$ cat config.mk
export PLATFORM = sky130hd
export DESIGN_NAME = cnx_exec
export DESIGN_NICKNAME = d
export VERILOG_FILES = /design/src/rtl/cnx_pkg.sv /design/src/rtl/cnx_decode.sv /design/src/rtl/cnx_execute.sv /design/src/rtl/cnx_exec.sv
export SDC_FILE = /design/constraint.sdc
export NUM_CORES = 1
export LEC_CHECK = 0
export BUFFER_PORTS_ARGS = -buffer_cell sky130_fd_sc_hd__buf_2
export CAP_MARGIN = 15
export CELL_PAD_IN_SITES_DETAIL_PLACEMENT = 0
export CELL_PAD_IN_SITES_GLOBAL_PLACEMENT = 1
export CORE_MARGIN = 2
export CORE_UTILIZATION = 40
export DETAILED_ROUTE_END_ITERATION = 7
export PLACE_DENSITY_LB_ADDON = 0.05
export SLEW_MARGIN = 20
export SYNTH_ARGS = -nofsm -noshare
export SYNTH_HDL_FRONTEND = slang
export SYNTH_HIERARCHICAL = 1
export SYNTH_SLANG_ARGS = --single-unit
$ cat constraint.sdc
create_clock -name clk -period 9.4 [get_ports clk]
set_input_delay 2.35 -clock clk [delete_from_list [all_inputs] [get_ports clk]]
set_output_delay 2.35 -clock clk [all_outputs]
set_load 0.05 [all_outputs]
$ cat src/rtl/cnx_pkg.sv
package cnx_pkg;

    localparam int unsigned IW    = 16;
    localparam int unsigned RIDXW = 4;

    typedef struct packed {
        logic [3:0] r;
        logic [3:0] s;
        logic [3:0] t;
        logic [3:0] op;
    } nfields_t;

    typedef enum logic [3:0] {
        K_LOAD,
        K_STORE,
        K_ADD,
        K_ADDI,
        K_MOVI,
        K_MOV,
        K_RET,
        K_NOP,
        K_ILL
    } kind_e;

endpackage

$ cat src/rtl/cnx_decode.sv
module cnx_decode
    import cnx_pkg::*;
#(
    parameter int unsigned XLEN = 32
) (
    input  logic [IW-1:0]    instr,
    output kind_e            kind,
    output nfields_t         fld,
    output logic [XLEN-1:0]  imm_add,
    output logic [XLEN-1:0]  imm_mov,
    output logic [XLEN-1:0]  mem_off,
    output logic [RIDXW-1:0] idx_a,
    output logic [RIDXW-1:0] idx_b
);

    logic neg_mov;

    assign fld = nfields_t'(instr);

    always_comb begin
        kind = K_ILL;
        unique case (fld.op)
            4'd8:  kind = K_LOAD;
            4'd9:  kind = K_STORE;
            4'd10: kind = K_ADD;
            4'd11: kind = K_ADDI;
            4'd12: begin
                if (!fld.t[3]) kind = K_MOVI;
            end
            4'd13: begin
                if (fld.r == 4'd0) begin
                    kind = K_MOV;
                end else if (fld.r == 4'hF) begin
                    if (fld.t == 4'd0)      kind = K_RET;
                    else if (fld.t == 4'd3) kind = K_NOP;
                end
            end
            default: kind = K_ILL;
        endcase
    end

    // add constant: zero field encodes minus one
    assign imm_add = (fld.t == 4'd0) ? {XLEN{1'b1}} : XLEN'(fld.t);

    // move constant: ones above bit 6 when t[2:1] are both set
    assign neg_mov = (fld.t[2:1] == 2'b11);
    assign imm_mov = {{(XLEN-7){neg_mov}}, fld.t[2:0], fld.r};

    assign mem_off = XLEN'({fld.r, 2'b00});

    assign idx_a = (kind == K_RET) ? '0 : fld.s;
    assign idx_b = fld.t;

endmodule

$ cat src/rtl/cnx_execute.sv
module cnx_execute
    import cnx_pkg::*;
#(
    parameter int unsigned XLEN = 32
) (
    input  kind_e            kind,
    input  nfields_t         fld,
    input  logic [XLEN-1:0]  imm_add,
    input  logic [XLEN-1:0]  imm_mov,
    input  logic [XLEN-1:0]  mem_off,
    input  logic [XLEN-1:0]  opa,
    input  logic [XLEN-1:0]  opb,
    output logic             x_wb_en,
    output logic [RIDXW-1:0] x_wb_idx,
    output logic [XLEN-1:0]  x_wb_data,
    output logic             x_mem_req,
    output logic             x_mem_we,
    output logic [XLEN-1:0]  x_mem_addr,
    output logic [XLEN-1:0]  x_mem_wdata,
    output logic             x_is_load,
    output logic             x_redirect,
    output logic [XLEN-1:0]  x_target,
    output logic             x_illegal
);

    logic [XLEN-1:0] eff_addr;

    assign eff_addr = opa + mem_off;

    always_comb begin
        x_wb_en     = 1'b0;
        x_wb_idx    = '0;
        x_wb_data   = '0;
        x_mem_req   = 1'b0;
        x_mem_we    = 1'b0;
        x_mem_addr  = '0;
        x_mem_wdata = '0;
        x_is_load   = 1'b0;
        x_redirect  = 1'b0;
        x_target    = '0;
        x_illegal   = 1'b0;
        unique case (kind)
            K_LOAD: begin
                x_mem_req  = 1'b1;
                x_mem_addr = eff_addr;
                x_is_load  = 1'b1;
            end
            K_STORE: begin
                x_mem_req   = 1'b1;
                x_mem_we    = 1'b1;
                x_mem_addr  = eff_addr;
                x_mem_wdata = opb;
            end
            K_ADD: begin
                x_wb_en   = 1'b1;
                x_wb_idx  = fld.r;
                x_wb_data = opa + opb;
            end
            K_ADDI: begin
                x_wb_en   = 1'b1;
                x_wb_idx  = fld.r;
                x_wb_data = opa + imm_add;
            end
            K_MOVI: begin
                x_wb_en   = 1'b1;
                x_wb_idx  = fld.s;
                x_wb_data = imm_mov;
            end
            K_MOV: begin
                x_wb_en   = 1'b1;
                x_wb_idx  = fld.t;
                x_wb_data = opa;
            end
            K_RET: begin
                x_redirect = 1'b1;
                x_target   = opa;
            end
            K_NOP: begin
            end
            default: x_illegal = 1'b1;
        endcase
    end

endmodule

$ cat src/rtl/cnx_exec.sv
module cnx_exec
    import cnx_pkg::*;
#(
    parameter int unsigned XLEN    = 32,
    parameter int unsigned PC_STEP = 2
) (
    input  logic             clk,
    input  logic             rst_n,
    input  logic             in_valid,
    output logic             in_ready,
    input  logic [15:0]      in_instr,
    input  logic [XLEN-1:0]  in_pc,
    output logic [3:0]       rd_a_idx,
    input  logic [XLEN-1:0]  rd_a_data,
    output logic [3:0]       rd_b_idx,
    input  logic [XLEN-1:0]  rd_b_data,
    output logic             wb_en,
    output logic [3:0]       wb_idx,
    output logic [XLEN-1:0]  wb_data,
    output logic             mem_req,
    output logic             mem_we,
    output logic [XLEN-1:0]  mem_addr,
    output logic [XLEN-1:0]  mem_wdata,
    input  logic             mem_rvalid,
    input  logic [XLEN-1:0]  mem_rdata,
    output logic             npc_valid,
    output logic             npc_redirect,
    output logic [XLEN-1:0]  npc,
    output logic             illegal
);

    localparam logic [XLEN-1:0] STEP = XLEN'(PC_STEP);

    typedef struct packed {
        logic             busy;
        logic [RIDXW-1:0] ld_idx;
        logic             wb_en;
        logic [RIDXW-1:0] wb_idx;
        logic [XLEN-1:0]  wb_data;
        logic             mem_req;
        logic             mem_we;
        logic [XLEN-1:0]  mem_addr;
        logic [XLEN-1:0]  mem_wdata;
        logic             npc_valid;
        logic             npc_redirect;
        logic [XLEN-1:0]  npc;
        logic             illegal;
    } state_t;

    state_t st_d, st_q;

    kind_e            dk;
    nfields_t         dfld;
    logic [XLEN-1:0]  imm_add, imm_mov, mem_off;
    logic             x_wb_en, x_mem_req, x_mem_we, x_is_load, x_redirect, x_illegal;
    logic [RIDXW-1:0] x_wb_idx;
    logic [XLEN-1:0]  x_wb_data, x_mem_addr, x_mem_wdata, x_target;
    logic             accept;

    cnx_decode #(.XLEN(XLEN)) u_dec (
        .instr   (in_instr),
        .kind    (dk),
        .fld     (dfld),
        .imm_add (imm_add),
        .imm_mov (imm_mov),
        .mem_off (mem_off),
        .idx_a   (rd_a_idx),
        .idx_b   (rd_b_idx)
    );

    cnx_execute #(.XLEN(XLEN)) u_exe (
        .kind        (dk),
        .fld         (dfld),
        .imm_add     (imm_add),
        .imm_mov     (imm_mov),
        .mem_off     (mem_off),
        .opa         (rd_a_data),
        .opb         (rd_b_data),
        .x_wb_en     (x_wb_en),
        .x_wb_idx    (x_wb_idx),
        .x_wb_data   (x_wb_data),
        .x_mem_req   (x_mem_req),
        .x_mem_we    (x_mem_we),
        .x_mem_addr  (x_mem_addr),
        .x_mem_wdata (x_mem_wdata),
        .x_is_load   (x_is_load),
        .x_redirect  (x_redirect),
        .x_target    (x_target),
        .x_illegal   (x_illegal)
    );

    assign in_ready = !st_q.busy;
    assign accept   = in_valid && in_ready;

    always_comb begin
        st_d              = st_q;
        st_d.wb_en        = 1'b0;
        st_d.mem_req      = 1'b0;
        st_d.mem_we       = 1'b0;
        st_d.npc_valid    = 1'b0;
        st_d.npc_redirect = 1'b0;
        st_d.illegal      = 1'b0;
        if (st_q.busy && mem_rvalid) begin
            st_d.busy    = 1'b0;
            st_d.wb_en   = 1'b1;
            st_d.wb_idx  = st_q.ld_idx;
            st_d.wb_data = mem_rdata;
        end else if (accept) begin
            st_d.wb_en        = x_wb_en;
            st_d.wb_idx       = x_wb_idx;
            st_d.wb_data      = x_wb_data;
            st_d.mem_req      = x_mem_req;
            st_d.mem_we       = x_mem_we;
            st_d.mem_addr     = x_mem_addr;
            st_d.mem_wdata    = x_mem_wdata;
            st_d.npc_valid    = 1'b1;
            st_d.npc_redirect = x_redirect;
            st_d.npc          = x_redirect ? x_target : in_pc + STEP;
            st_d.illegal      = x_illegal;
            if (x_is_load) begin
                st_d.busy   = 1'b1;
                st_d.ld_idx = dfld.t;
            end
        end
    end

    always_ff @(posedge clk) begin
        if (!rst_n) st_q <= '0;
        else        st_q <= st_d;
    end

    assign wb_en        = st_q.wb_en;
    assign wb_idx       = st_q.wb_idx;
    assign wb_data      = st_q.wb_data;
    assign mem_req      = st_q.mem_req;
    assign mem_we       = st_q.mem_we;
    assign mem_addr     = st_q.mem_addr;
    assign mem_wdata    = st_q.mem_wdata;
    assign npc_valid    = st_q.npc_valid;
    assign npc_redirect = st_q.npc_redirect;
    assign npc          = st_q.npc;
    assign illegal      = st_q.illegal;

    a_r2_illegal_quiet: assert property (@(posedge clk) disable iff (!rst_n)
        illegal |-> (!wb_en && !mem_req && !npc_redirect));

    a_r12_load_tracked: assert property (@(posedge clk) disable iff (!rst_n)
        (mem_req && !mem_we) |-> !in_ready);

    a_r12_blocked_silent: assert property (@(posedge clk) disable iff (!rst_n)
        (!in_ready && !mem_rvalid) |=> (!npc_valid && !wb_en && !mem_req));

    a_r3_load_writeback: assert property (@(posedge clk) disable iff (!rst_n)
        (!in_ready && mem_rvalid) |=> (wb_en && in_ready));

    a_r13_step_pc: assert property (@(posedge clk) disable iff (!rst_n)
        (npc_valid && !npc_redirect) |-> (npc == $past(in_pc) + STEP));

    a_r1_single_effect: assert property (@(posedge clk) disable iff (!rst_n)
        $onehot0({wb_en, mem_req, illegal, npc_redirect}));

endmodule

### Word-level counts from Yosys, hierarchy flattened

Cells that the tools add are included.

| word-level totals | value |
|---|---|
| bits in registers | 143 |
| latch bits | 0 |
| memory bits (writable) | 0 |
| ROM bits | 0 |
| bits of input ports | 148 |
| logic and storage cells | 74 |
| memories | 0 |

| operators by class | value |
|---|---|
| add/sub/neg operators | 4 |
| multiply operators | 0 |
| divide/modulo/power cells | 0 |
| magnitude comparators | 0 |
| eq/ne operators | 16 |
| shifts and indexed selects | 0 |
| muxes and demuxes | 22 |
| bitwise logic cells | 3 |
| reductions and logical operators | 16 |

Operators by type and width:

| cell | count |
|---|---|
| $mux W32 | 5 |
| $mux W138 | 1 |
| $pmux W32 S4 | 1 |
| $add A32 B32 Y32 | 2 |
| $mux W37 | 1 |
| $add A32 B2 Y32 const B | 1 |
| $add A32 B6 Y32 | 1 |
| $eq A4 B4 Y1 const B | 7 |
| $mux W4 | 6 |
| $pmux W4 S6 | 1 |
| $eq A4 B3 Y1 const B | 4 |
| $eq A4 B2 Y1 const B | 3 |
| $logic_not A4 Y1 | 3 |
| $pmux W4 S3 | 1 |
| $reduce_or A8 Y1 | 1 |
| $mux W1 | 6 |
| $reduce_or A2 Y1 | 3 |
| $eq A4 B1 Y1 const B | 1 |
| $reduce_and A2 Y1 | 2 |
| $reduce_or A4 Y1 | 1 |
| $not A1 Y1 | 3 |
| $reduce_and A3 Y1 | 1 |
| $reduce_or A3 Y1 | 1 |
| $eq A2 B2 Y1 const B | 1 |
| other kinds (3) | 4 |

### Depth between registers and ports, before layout

Gate-level depths: netlist of run 1.

| logic depth | value |
|---|---|
| depth in word-level cells | 11 |
| depth in mapped cells | 22 |
| gate-level depth less buffers | 20 |

### Modules after synthesis

The synthesis of run 1 kept the hierarchy.

Modules (own cells, without submodules):

| module | times used | cells an instance | area an instance (um^2) | sequential area each (um^2) |
|---|---|---|---|---|
| cnx_exec | 1 | 895 | 7056.8 | 2862.7 |
| cnx_execute | 1 | 697 | 4772.1 | 0.0 |
| cnx_decode | 1 | 143 | 1046.0 | 0.0 |

### Least setup slack after synthesis of run 1

No wires, ideal clock.

| timing path | value |
|---|---|
| path kind | input to register |
| from | in in_instr[7] |
| to | reg st_q (netlist bit wb_data[30]) |
| data arrival time | 7.259 ns |
| slack | 2.071 ns |
| stages on the path | 16 |
| buffers on the path | 0 |
| path through | nor4_1 -> or2_2 -> mux2_2 -> ha_1 -> inv_1 -> fa_1 -> nor2b_1 -> o2111ai_1 -> a21oi_1 -> o21ai_2 -> a31oi_2 -> a211oi_2 -> a211o_1 -> o211ai_1 -> a22oi_1 -> a21oi_1 |

| between the ends | value |
|---|---|
| elaborated cells between the ends (all ways) | 17 |
| classes of those cells | 1 x add/sub; 5 x eq/ne; 10 x mux; 1 x reduce/logical |

RTL lines:

| what | RTL line | RTL |
|---|---|---|
| start, declared | cnx_exec.sv:11 | `input logic [15:0] in_instr,` |
| $logic_not A4 Y1 | cnx_decode.sv:43 | `assign imm_add = (fld.t == 4'd0) ? {XLEN{1'b1}} : XLEN'(fld.t);` |
| $mux W32 | cnx_decode.sv:43 |  |
| net imm_add[0] | cnx_exec.sv:54 | `logic [XLEN-1:0] imm_add, imm_mov, mem_off;` |
| $add A32 B32 Y32 | cnx_execute.sv:62 | `x_wb_data = opa + imm_add;` |
| $pmux W32 S4 | cnx_execute.sv:42 | `unique case (kind)` |
| net x_wb_data[30] | cnx_exec.sv:57 | `logic [XLEN-1:0] x_wb_data, x_mem_addr, x_mem_wdata, x_target;` |
| $mux W138 | cnx_exec.sv:108 | `end else if (accept) begin` |
| $mux W37 | cnx_exec.sv:103 | `if (st_q.busy && mem_rvalid) begin` |
| end signal, assigned | cnx_exec.sv:129 | `else st_q <= st_d;` |
| end, declared | cnx_exec.sv:50 | `state_t st_d, st_q;` |

The timed path passes the listed nets, and every way through them passes these cells. The select of a mux whose other input is x is not followed.
A chain may end at the register's enable or synchronous reset.

### Final worst setup path of run 1

| timing path | value |
|---|---|
| from | in in_instr[13] |
| to | reg st_q (netlist bit wb_data[30]) |

| between the ends | value |
|---|---|
| longest elaborated chain between the ends | 8 |
| elaborated cells between the ends (all ways) | 12 |
| classes of those cells | 5 x eq/ne; 6 x mux; 1 x reduce/logical |

RTL lines:

| what | RTL line | RTL |
|---|---|---|
| $eq A4 B4 Y1 | cnx_decode.sv:33 | `end else if (fld.r == 4'hF) begin` |
| $mux W4 | cnx_decode.sv:33 |  |
| $mux W4 * | cnx_decode.sv:31 | `if (fld.r == 4'd0) begin` |
| $pmux W4 S6 * | cnx_decode.sv:22 | `unique case (fld.op)` |
| net dk[3] | cnx_exec.sv:52 | `kind_e dk;` |
| $eq A4 B3 Y1 / $eq A4 B2 Y1 (equally long branches) | cnx_execute.sv:42 |  |
| $pmux W32 S4 * | cnx_execute.sv:42 |  |
| net x_wb_data[30] | cnx_exec.sv:57 |  |
| $mux W138 * | cnx_exec.sv:108 |  |
| $mux W37 * | cnx_exec.sv:103 |  |

Mark *: on every way through the listed nets, which the timed path passes. The rest lies on a longest branch. The select of a mux whose other input is x is not followed.

==> results.py, run 1 <==
metrics = {
    "hold_path": {
        "min_path_cells": 2,
        "holdPathEnd": "mem_wdata[10]$_SDFFE_PN0P_",
        "min-delay-start": "mem_wdata[10]$_SDFFE_PN0P_",
        "min_path_type": "reg2reg",
    },
    "floorplanning": {
        "die_h_um": 183,
        "dieArea_mm2": 0.0336,
        "die_w_um": 183,
        "ioPinCount": 295,
        "start_util": 0.407,
        "core.rowCount": 65,
        "coreArea_mm2": 0.0316,
    },
    "layout": {
        "areaGrowthSynthToFinish_pct": 6.07,
        "final_cell_mix": "294 x buf_2, 249 x nand2_1, 185 x a21oi_1, 143 x dfxtp_1, 69 x nor2_1",
        "stdcell_area_mm2": 0.0136,
        "nFillCells": 3375,
        "area.sequential_mm2": 0.00286,
        "layout.nets": 1973,
        "layout_commonest_cell": "buf_2",
        "drive_gt1_frac": 0.229,
        "multi_input_area_mm2": 0.00787,
    },
    "synth": {
        "synth_cells": 1731,
        "netlist_area_mm2": 0.0128,
        "yosys_warnings": 6,
        "avgSynthCellArea_um2": 7.42,
    },
    "sta": {
        "hold_viol": 0,
        "setup_viol": 0,
        "finalCriticalPeriod_ns": 7.34,
        "tns_ns": 0,
        "drv_slew": 0,
        "clock_skew_ns": 0.00520,
        "relSlewSlack": 0.221,
        "rsz0062_at_grt": "false",
        "hold_ws_ns": 0.450,
        "period_share": 0.781,
        "timing.final.ws_setup_ns": 2.06,
        "tightest_slew_ns": 1.16,
        "max_freq_ghz": 0.136,
    },
    "global_route": {
        "first_global_vias": 11244,
        "grt_overflow": 0,
        "grt_pass1_wl_mm": 71.0,
        "grt_antenna_before_repair": 3,
        "grt_max_degree": 99,
        "globalRouteTotalUtil": 0.281,
    },
    "setup_path": {
        "cpMaxStageDelayCell": "and3_1",
        "rrSetupSlack_ns": 7.11,
        "worstSetupEndpointType": "register",
        "r2r_cells": 4,
        "max_stage_delay_ns": 0.88,
        "criticalPathCategory": "in2reg",
        "timing.rr.start": "st_q[142]$_SDFFE_PP0P_",
        "crit_arrival_ns": 7.70,
        "crit_path_cell_trace": "buf_2, nand4_1, or4_4, a311oi_1, o21ai_0, nor2_1, and3_1, mux2_2, ha_1, inv_1, fa_1, nor2b_1, o2111ai_1, a21oi_1, o21ai_2, a31oi_2, a211oi_2, a211o_1, o211ai_1, a22oi_1, a21oi_1",
        "cp_common_cell": "a21oi_1",
        "worstPathRequired_ns": 9.76,
        "start_kind": "input port",
        "cp_max_fo": 23,
        "worstReg2RegEnd": "npc[23]$_SDFFE_PN0P_",
    },
    "cts": {
        "cts_sinks": 143,
        "clock_path_buffers": 2,
        "path_clk_slew_ns": 0.06,
        "ctsResizeCount": 0,
        "cts_hold_buf": 0,
        "cts-htree-levels": 4,
        "cts_buffers": 17,
        "post_cts_buffers": 0,
        "cts_tree": "yes",
        "insertion_delay_ns": 0.44,
        "clockRootBuffer": "clkbuf_16",
    },
    "placement": {
        "dp_hpwl_mm": 36.1,
        "port_buffers": 294,
        "place_congestion": 0.946,
        "place_area_mm2": 0.0129,
        "place_ws_ns": 1.63,
    },
    "routing": {
        "drc_errors": 0,
        "routed_wirelength_mm": 48.2,
        "wl_per_cell_um": 22.2,
        "drtIter0Drc": 1209,
        "via_per_inst": 5.68,
        "via_count": 12315,
        "postRouteAntennaNets": 0,
        "first_pass_iters": 7,
    },
    "status": {
        "status": "finished, final reports clean",
    },
    "flow_run": {
        "drv_cap": 0,
    },
    "power": {
        "peakVddDrop_uv": 127,
        "p_total_mw": 2.00,
        "p_leak_nw": 5.97,
        "power_density_mw_per_mm2": 147,
    },
}
[state kept, by name, indices dropped and copies added (netlist names)]
name	flops
wb_en	1
npc_redirect	1
wb_data	32
mem_addr	32
illegal	1
mem_req	1
mem_we	1
npc	32
wb_idx	4
st_q	5
mem_wdata	32
npc_valid	1
[stage by stage]
stage | utilization | instances
after floorplan | - | 1758
after global placement | 0.410 | 2138
after detailed placement | 0.410 | 2138
after CTS | 0.431 | 2169
after global routing | 0.432 | 2169
final | 0.432 | 2170
[worst max path at each step]
stage	from	endpoint	slack, ns	cells after the start
detailed placement	in_instr[13]	wb_data[30]$_SDFFE_PN0P_	1.63	21
floorplan	in_instr[7]	wb_data[30]$_SDFFE_PN0P_	2.07	16
global placement	in_instr[13]	wb_data[28]$_SDFFE_PN0P_	1.82	21
CTS	in_instr[13]	wb_data[30]$_SDFFE_PN0P_	2.12	21
global route	in_instr[13]	wb_data[28]$_SDFFE_PN0P_	1.62	21
finish	in_instr[13]	wb_data[30]$_SDFFE_PN0P_	2.06	21
[where the power goes]
group          total, mW  internal [mW]  switching (mW)  leakage (nW)
Sequential         0.638          0.627          0.0118          1.16
Combinational      0.554          0.175           0.379          4.48
Clock              0.810          0.518           0.292         0.330
[cell type report]
type / instances / area share
well taps: 402 / 0.0369
inverters: 30 / 0.00836
flip-flops and latches: 143 / 0.210
clock inverters: 10 / 0.0152
clock buffers: 21 / 0.0345
multi-input cells: 1252 / 0.577
repair buffers: 311 / 0.117
diodes: 1 / 0.000184
[critical path, delay by kind of cell]
| kind | cells | cell delay (ns) |
|---|---|---|
| muxes | 1 | 0.31 |
| and+or+nand+nor | 5 | 1.99 |
| buffers and inverters | 2 | 0.22 |
| AOI/OAI and AO/OA | 11 | 2.25 |
| adders and majority gates | 2 | 0.57 |
[routing by layer]
layer	global-route usage	part of all wire	wire, um
met1	0.415	0.49	23400
met2	0.406	0.41	20000
met3	0.0604	0.078	3790
met4	0.0826	0.021	1030
met5	0	0	0
No activity file was read; power rests on OpenSTA's default activity.
==> run 2: changes to the inputs <==
--- a/config.mk
+++ b/config.mk
@@ -10,7 +10,7 @@
 export CELL_PAD_IN_SITES_DETAIL_PLACEMENT = 0
 export CELL_PAD_IN_SITES_GLOBAL_PLACEMENT = 1
 export CORE_MARGIN = 2
-export CORE_UTILIZATION = 40
+export CORE_UTILIZATION = 36
 export DETAILED_ROUTE_END_ITERATION = 7
 export PLACE_DENSITY_LB_ADDON = 0.05
 export SLEW_MARGIN = 20
==> constraint.sdc (replaced) <==
create_clock -name clk -period 6.7 [get_ports clk]
set_input_delay 1.675 -clock clk [delete_from_list [all_inputs] [get_ports clk]]
set_output_delay 1.675 -clock clk [all_outputs]
set_load 0.05 [all_outputs]
==> run 2 against run 1 <==
Against the previous run: via count decreased by 1.4%; sequential cell count did not move; cell count rose by 3.0%; sequential share of layout area shrank 0.10 points; critical path type unchanged; count of clock-buffer cells in the layout up 2; worst hold slack barely moved; register-to-register slack lost 2.8 ns; cell area is 0.48% higher; global-route usage is 1.8 points lower; largest power group unchanged; die area rose by 11%; critical endpoint is now wb_data[24]$_SDFFE_PN0P_; routed wire length is 3.8% higher; power up 35%.
==> results.py, run 2 (synthesis gave the netlist of run 1 again) <==
metrics = {
    "status": {
        "status": "finished, final reports clean",
    },
    "layout": {
        "areaGrowthSynthToFinish_pct": 6.58,
        "layout_commonest_cell": "buf_2",
        "stdcell_area_mm2": 0.0137,
        "fin_util": 0.388,
        "final_cell_mix": "294 x buf_2, 249 x nand2_1, 185 x a21oi_1, 143 x dfxtp_1, 69 x nor2_1",
        "drive_gt1_frac": 0.230,
        "nFillCells": 3867,
        "layout.cells.non_filler": 2236,
        "layout.nets": 1978,
    },
    "placement": {
        "place_area_mm2": 0.0131,
        "port_buffers": 294,
        "dp_hpwl_mm": 38.1,
        "dp.cells": 2202,
        "place_ws_ns": 0.191,
        "place_congestion": 0.920,
    },
    "hold_path": {
        "holdPathEnd": "mem_wdata[24]$_SDFFE_PN0P_",
        "min_path_cells": 2,
        "min-delay-start": "mem_wdata[24]$_SDFFE_PN0P_",
        "min_path_type": "reg2reg",
    },
    "power": {
        "power_density_mw_per_mm2": 197,
        "power_switching_share": 0.358,
        "p_total_mw": 2.70,
        "p_sw_uw": 966,
        "p_leak_nw": 5.97,
        "pwr-share-comb": 0.290,
        "seqPwrFrac": 0.332,
        "power_frac_clock": 0.378,
        "intPower_mw": 1.73,
        "peakVddDrop_uv": 188,
    },
    "setup_path": {
        "cpMaxStageDelayCell": "or4_4",
        "worstSetupEndpointType": "register",
        "start_kind": "input port",
        "crit_path_cell_trace": "buf_2, nand4_1, or4_4, a311oi_1, o21ai_0, nor2_1, and3_1, buf_12, mux2_2, ha_1, inv_1, fa_1, nor2b_1, o2111ai_1, a21oi_1, o21ai_2, a31oi_2, a311oi_1, xor2_1, o21ai_1, a22oi_1, a21oi_1",
        "r2r_cells": 5,
        "criticalPathCategory": "in2reg",
        "timing.rr.start": "st_q[142]$_SDFFE_PP0P_",
        "worstReg2RegEnd": "wb_data[17]$_SDFFE_PN0P_",
        "cp_max_fo": 26,
        "crit_arrival_ns": 6.45,
        "rrSetupSlack_ns": 4.27,
        "worstPathRequired_ns": 7.00,
        "max_stage_delay_ns": 0.54,
    },
    "sta": {
        "hold_ws_ns": 0.450,
        "hold_viol": 0,
        "max_freq_ghz": 0.163,
        "tightest_slew_ns": 1.06,
        "relSlewSlack": 0.291,
        "clock_skew_ns": 0.00830,
        "setup_viol": 0,
        "timing.final.ws_setup_ns": 0.556,
        "tns_ns": 0,
        "rsz0062_at_grt": "false",
        "drv_slew": 0,
        "finalCriticalPeriod_ns": 6.14,
        "period_share": 0.917,
    },
    "cts": {
        "cts_sinks": 143,
        "cts_tree": "yes",
        "path_clk_slew_ns": 0.06,
        "clock_path_buffers": 2,
        "cts_buffers": 17,
        "cts-htree-levels": 4,
        "ctsResizeCount": 0,
        "post_cts_buffers": 0,
        "clockRootBuffer": "clkbuf_16",
        "insertion_delay_ns": 0.45,
        "cts_hold_buf": 0,
    },
    "routing": {
        "first_pass_iters": 5,
        "drc_errors": 0,
        "routed_wirelength_mm": 50.1,
        "via_per_inst": 5.43,
        "drtIter0Drc": 1018,
        "via_count": 12145,
        "postRouteAntennaNets": 0,
        "wl_per_cell_um": 22.4,
    },
    "global_route": {
        "grt_pass1_wl_mm": 72.1,
        "grt_max_degree": 77,
        "first_global_vias": 11325,
        "grt_antenna_before_repair": 5,
        "globalRouteTotalUtil": 0.263,
        "grt_overflow": 0,
    },
    "floorplanning": {
        "core.rowCount": 69,
        "start_util": 0.364,
        "die_w_um": 193,
        "ioPinCount": 295,
        "dieArea_mm2": 0.0372,
        "coreArea_mm2": 0.0353,
        "die_h_um": 193,
    },
    "flow_run": {
        "drv_cap": 0,
    },
}
run 2: worst max-delay path, delay by kind of cell:
kind | cells | cell delay (ns)
and+or+nand+nor | 5 | 1.31
xor gates and xnor gates | 1 | 0.17
muxes | 1 | 0.35
buffers and inverters | 3 | 0.42
AOI/OAI and AO/OA | 10 | 2.13
adders and majority gates | 2 | 0.38
run 2: power by group through the flow:
stage                     Sequential (mW)  Clock [mW]  Combinational (mW)
final                               0.897        1.02               0.782
after floorplan                     0.913           0               0.580
after global placement              0.916           0               0.773
after detailed placement            0.916           0               0.768
after global routing                0.900        1.07               0.849
after CTS                           0.897        1.05               0.772
run 2: metal layers:
metal	global-route usage	vias to the layer above	routed length, um
li1	-	5959	-
met1	0.362	5696	23300
met2	0.406	441	22000
met3	0.0536	47	3610
met4	0.0892	2	1180
met5	0	-	15
run 2: worst max path at each step:
stage / cells past startpoint / end / startpoint / slack (ns)
floorplan: 16 / wb_data[30]$_SDFFE_PN0P_ / in_instr[7] / 0.05
global placement: 22 / wb_data[24]$_SDFFE_PN0P_ / in_instr[14] / 0.33
detailed placement: 22 / wb_data[28]$_SDFFE_PN0P_ / in_instr[14] / 0.19
CTS: 22 / wb_data[28]$_SDFFE_PN0P_ / in_instr[14] / 0.67
global route: 22 / wb_data[28]$_SDFFE_PN0P_ / in_instr[14] / 0.18
finish: 22 / wb_data[24]$_SDFFE_PN0P_ / in_instr[14] / 0.56
run 2: layout make-up:
cell class	count	area, um2	share of cell area
multi-input cells	1252	7870	0.575
flip-flops and latches	143	2860	0.209
repair buffers	316	1660	0.121
well taps	461	577	0.0421
clock buffers	23	468	0.0342
clock inverters	9	134	0.00978
inverters	30	115	0.00841
diodes	2	5.00	0.000366
==> run 3: changes to the inputs <==
--- a/config.mk
+++ b/config.mk
@@ -10,8 +10,9 @@
 export CELL_PAD_IN_SITES_DETAIL_PLACEMENT = 0
 export CELL_PAD_IN_SITES_GLOBAL_PLACEMENT = 1
 export CORE_MARGIN = 2
-export CORE_UTILIZATION = 36
+export CORE_UTILIZATION = 40
 export DETAILED_ROUTE_END_ITERATION = 7
+export GPL_TIMING_DRIVEN = 0
 export PLACE_DENSITY_LB_ADDON = 0.05
 export SLEW_MARGIN = 20
 export SYNTH_ARGS = -nofsm -noshare
==> constraint.sdc (replaced) <==
create_clock -name clk -period 5.92 [get_ports clk]
set_input_delay 1.48 -clock clk [delete_from_list [all_inputs] [get_ports clk]]
set_output_delay 1.48 -clock clk [all_outputs]
set_load 0.05 [all_outputs]
==> run 3 against run 2 <==
Against the previous run: cell area up 14%; power increased by 16%; global-route usage increased by 3.6 points; cell count grew 11%; combinational power up 27%; non-clock buffer count rose by 311; highest routed layer is now met4; clock power increased by 12%; register-to-register slack got worse by 1.0 ns; sequential share of layout area fell by 2.6 points; setup slack got worse by 0.38 ns.
==> results.py, run 3 (synthesis gave the netlist of run 1 again) <==
metrics = {
    "status": {
        "status": "finished, final reports clean",
    },
    "cts": {
        "insertion_delay_ns": 0.45,
        "clock_path_buffers": 2,
        "cts-htree-levels": 4,
        "cts_buffers": 17,
        "path_clk_slew_ns": 0.06,
        "cts_tree": "yes",
        "cts_sinks": 143,
        "clockRootBuffer": "clkbuf_16",
    },
    "setup_path": {
        "crit_arrival_ns": 6.04,
        "worstSetupEndpointType": "register",
        "criticalPathCategory": "in2reg",
        "cp_max_fo": 10,
        "worstPathRequired_ns": 6.21,
        "start_kind": "input port",
    },
    "sta": {
        "hold_ws_ns": 0.452,
        "hold_viol": 0,
        "drv_slew": 0,
        "clock_skew_ns": 0.00746,
        "tightest_slew_ns": 1.00,
        "period_share": 0.971,
        "setup_viol": 0,
        "finalCriticalPeriod_ns": 5.75,
        "rsz0062_at_grt": "false",
        "max_freq_ghz": 0.174,
        "relSlewSlack": 0.322,
    },
    "power": {
        "peakVddDrop_uv": 197,
        "p_sw_mw": 1.13,
        "power_density_mw_per_mm2": 201,
        "power_frac_clock": 0.362,
        "pwr-share-comb": 0.315,
        "intPower_mw": 2.01,
        "seqPwrFrac": 0.323,
        "p_leak_nw": 7.25,
        "power_switching_share": 0.360,
    },
    "global_route": {
        "globalRouteTotalUtil": 0.299,
        "first_global_vias": 12300,
        "grt_overflow": 0,
        "grt_max_degree": 26,
        "grt_pass1_wl_mm": 75.3,
        "grt_antenna_before_repair": 1,
    },
    "routing": {
        "via_count": 13488,
        "via_per_inst": 5.42,
        "first_pass_iters": 5,
        "postRouteAntennaNets": 0,
        "routed_wirelength_mm": 51.2,
        "wl_per_cell_um": 20.6,
        "drc_errors": 0,
        "drtIter0Drc": 1025,
    },
    "layout": {
        "areaGrowthSynthToFinish_pct": 21.9,
        "layout.nets": 2289,
        "stdcell_area_mm2": 0.0157,
        "layout_commonest_cell": "buf_2",
        "final_cell_mix": "295 x buf_2, 249 x nand2_1, 241 x buf_4, 182 x a21oi_1, 143 x dfxtp_1",
        "drive_gt1_frac": 0.309,
    },
    "floorplanning": {
        "ioPinCount": 295,
        "start_util": 0.407,
        "core.rowCount": 65,
        "die_h_um": 183,
        "coreArea_mm2": 0.0316,
        "die_w_um": 183,
        "dieArea_mm2": 0.0336,
    },
    "flow_run": {
        "drv_cap": 0,
    },
    "hold_path": {
        "min_path_type": "reg2reg",
    },
    "placement": {
        "place_area_mm2": 0.0150,
        "port_buffers": 293,
        "place_congestion": 0.937,
        "dp_hpwl_mm": 40.6,
    },
}
==> run 3: power groups by stage <==
stage | Sequential (mW) | Clock, mW | Combinational, mW
after floorplan | 1.03 | 0 | 0.656
after global placement | 1.04 | 0 | 0.954
after detailed placement | 1.04 | 0 | 0.956
after CTS | 1.01 | 1.15 | 0.964
after global routing | 1.02 | 1.20 | 1.06
final | 1.02 | 1.14 | 0.991
==> run 3: layer usage <==
metal  part of all wire  global-route usage  wire length [um]
met1               0.48               0.444             24700
met2               0.42               0.443             21400
met3              0.075              0.0449              3830
met4              0.023              0.0877              1200
met5                  0                   0                 0
==> run 3: worst max-delay path, stage by stage <==
cell	delay [ns]
buf_2	0.19
xor2_1	0.18
or4_4	0.46
nor4_1	0.21
o21a_1	0.34
and3_4	0.29
buf_2	0.29
mux2_2	0.39
ha_1	0.35
a21oi_1	0.33
nand2_1	0.08
o21ai_0	0.30
a31oi_4	0.11
a311oi_2	0.32
xor2_1	0.28
o21ai_1	0.13
a22oi_1	0.20
a21oi_1	0.08
==> run 3: what timing repair did <==
action,in CTS,in global routing
endpoints found under the setup margin,23,22
hold buffers,0,0
pin swaps,3,2
gates resized for setup,11,13
setup buffers,1,0
==> run 3: final timing paths <==
kind                          startpoint                         to  slack [ns]  cells past startpoint
hold / removal       npc[3]$_SDFFE_PN0P_        npc[3]$_SDFFE_PN0P_        0.45                      2
setup / recovery             in_instr[4]   wb_data[24]$_SDFFE_PN0P_        0.17                     18
hold reg to reg      npc[3]$_SDFFE_PN0P_        npc[3]$_SDFFE_PN0P_        0.45                      2
setup reg to reg  st_q[142]$_SDFFE_PP0P_  mem_addr[27]$_SDFFE_PN0P_        3.22                      6
==> run 3: layout make-up <==
cell class,instances,area [um2]
Sequential cell,143,2860
Buffer,331,2170
Clock inverter,13,163
Multi-Input combinational cell,1252,7920
Clock buffer,19,433
Timing Repair Buffer,296,1490
Antenna cell,2,5.00
Inverter,30,113
Fill cell,3343,15900
Tap cell,402,503
==> run 3: through the flow <==
stage	TNS (ns)	util	instances	total power, mW	worst slack [ns]
after global routing	0	0.496	2486	3.28	0.00186
after CTS	-0.00798	0.495	2487	3.13	-0.00759
after global placement	-17.13	0.473	2453	1.99	-1.05
final	0	0.496	2488	3.14	0.172
after floorplan	0	-	1758	1.69	0.150
after detailed placement	-18.31	0.474	2455	1.99	-1.09
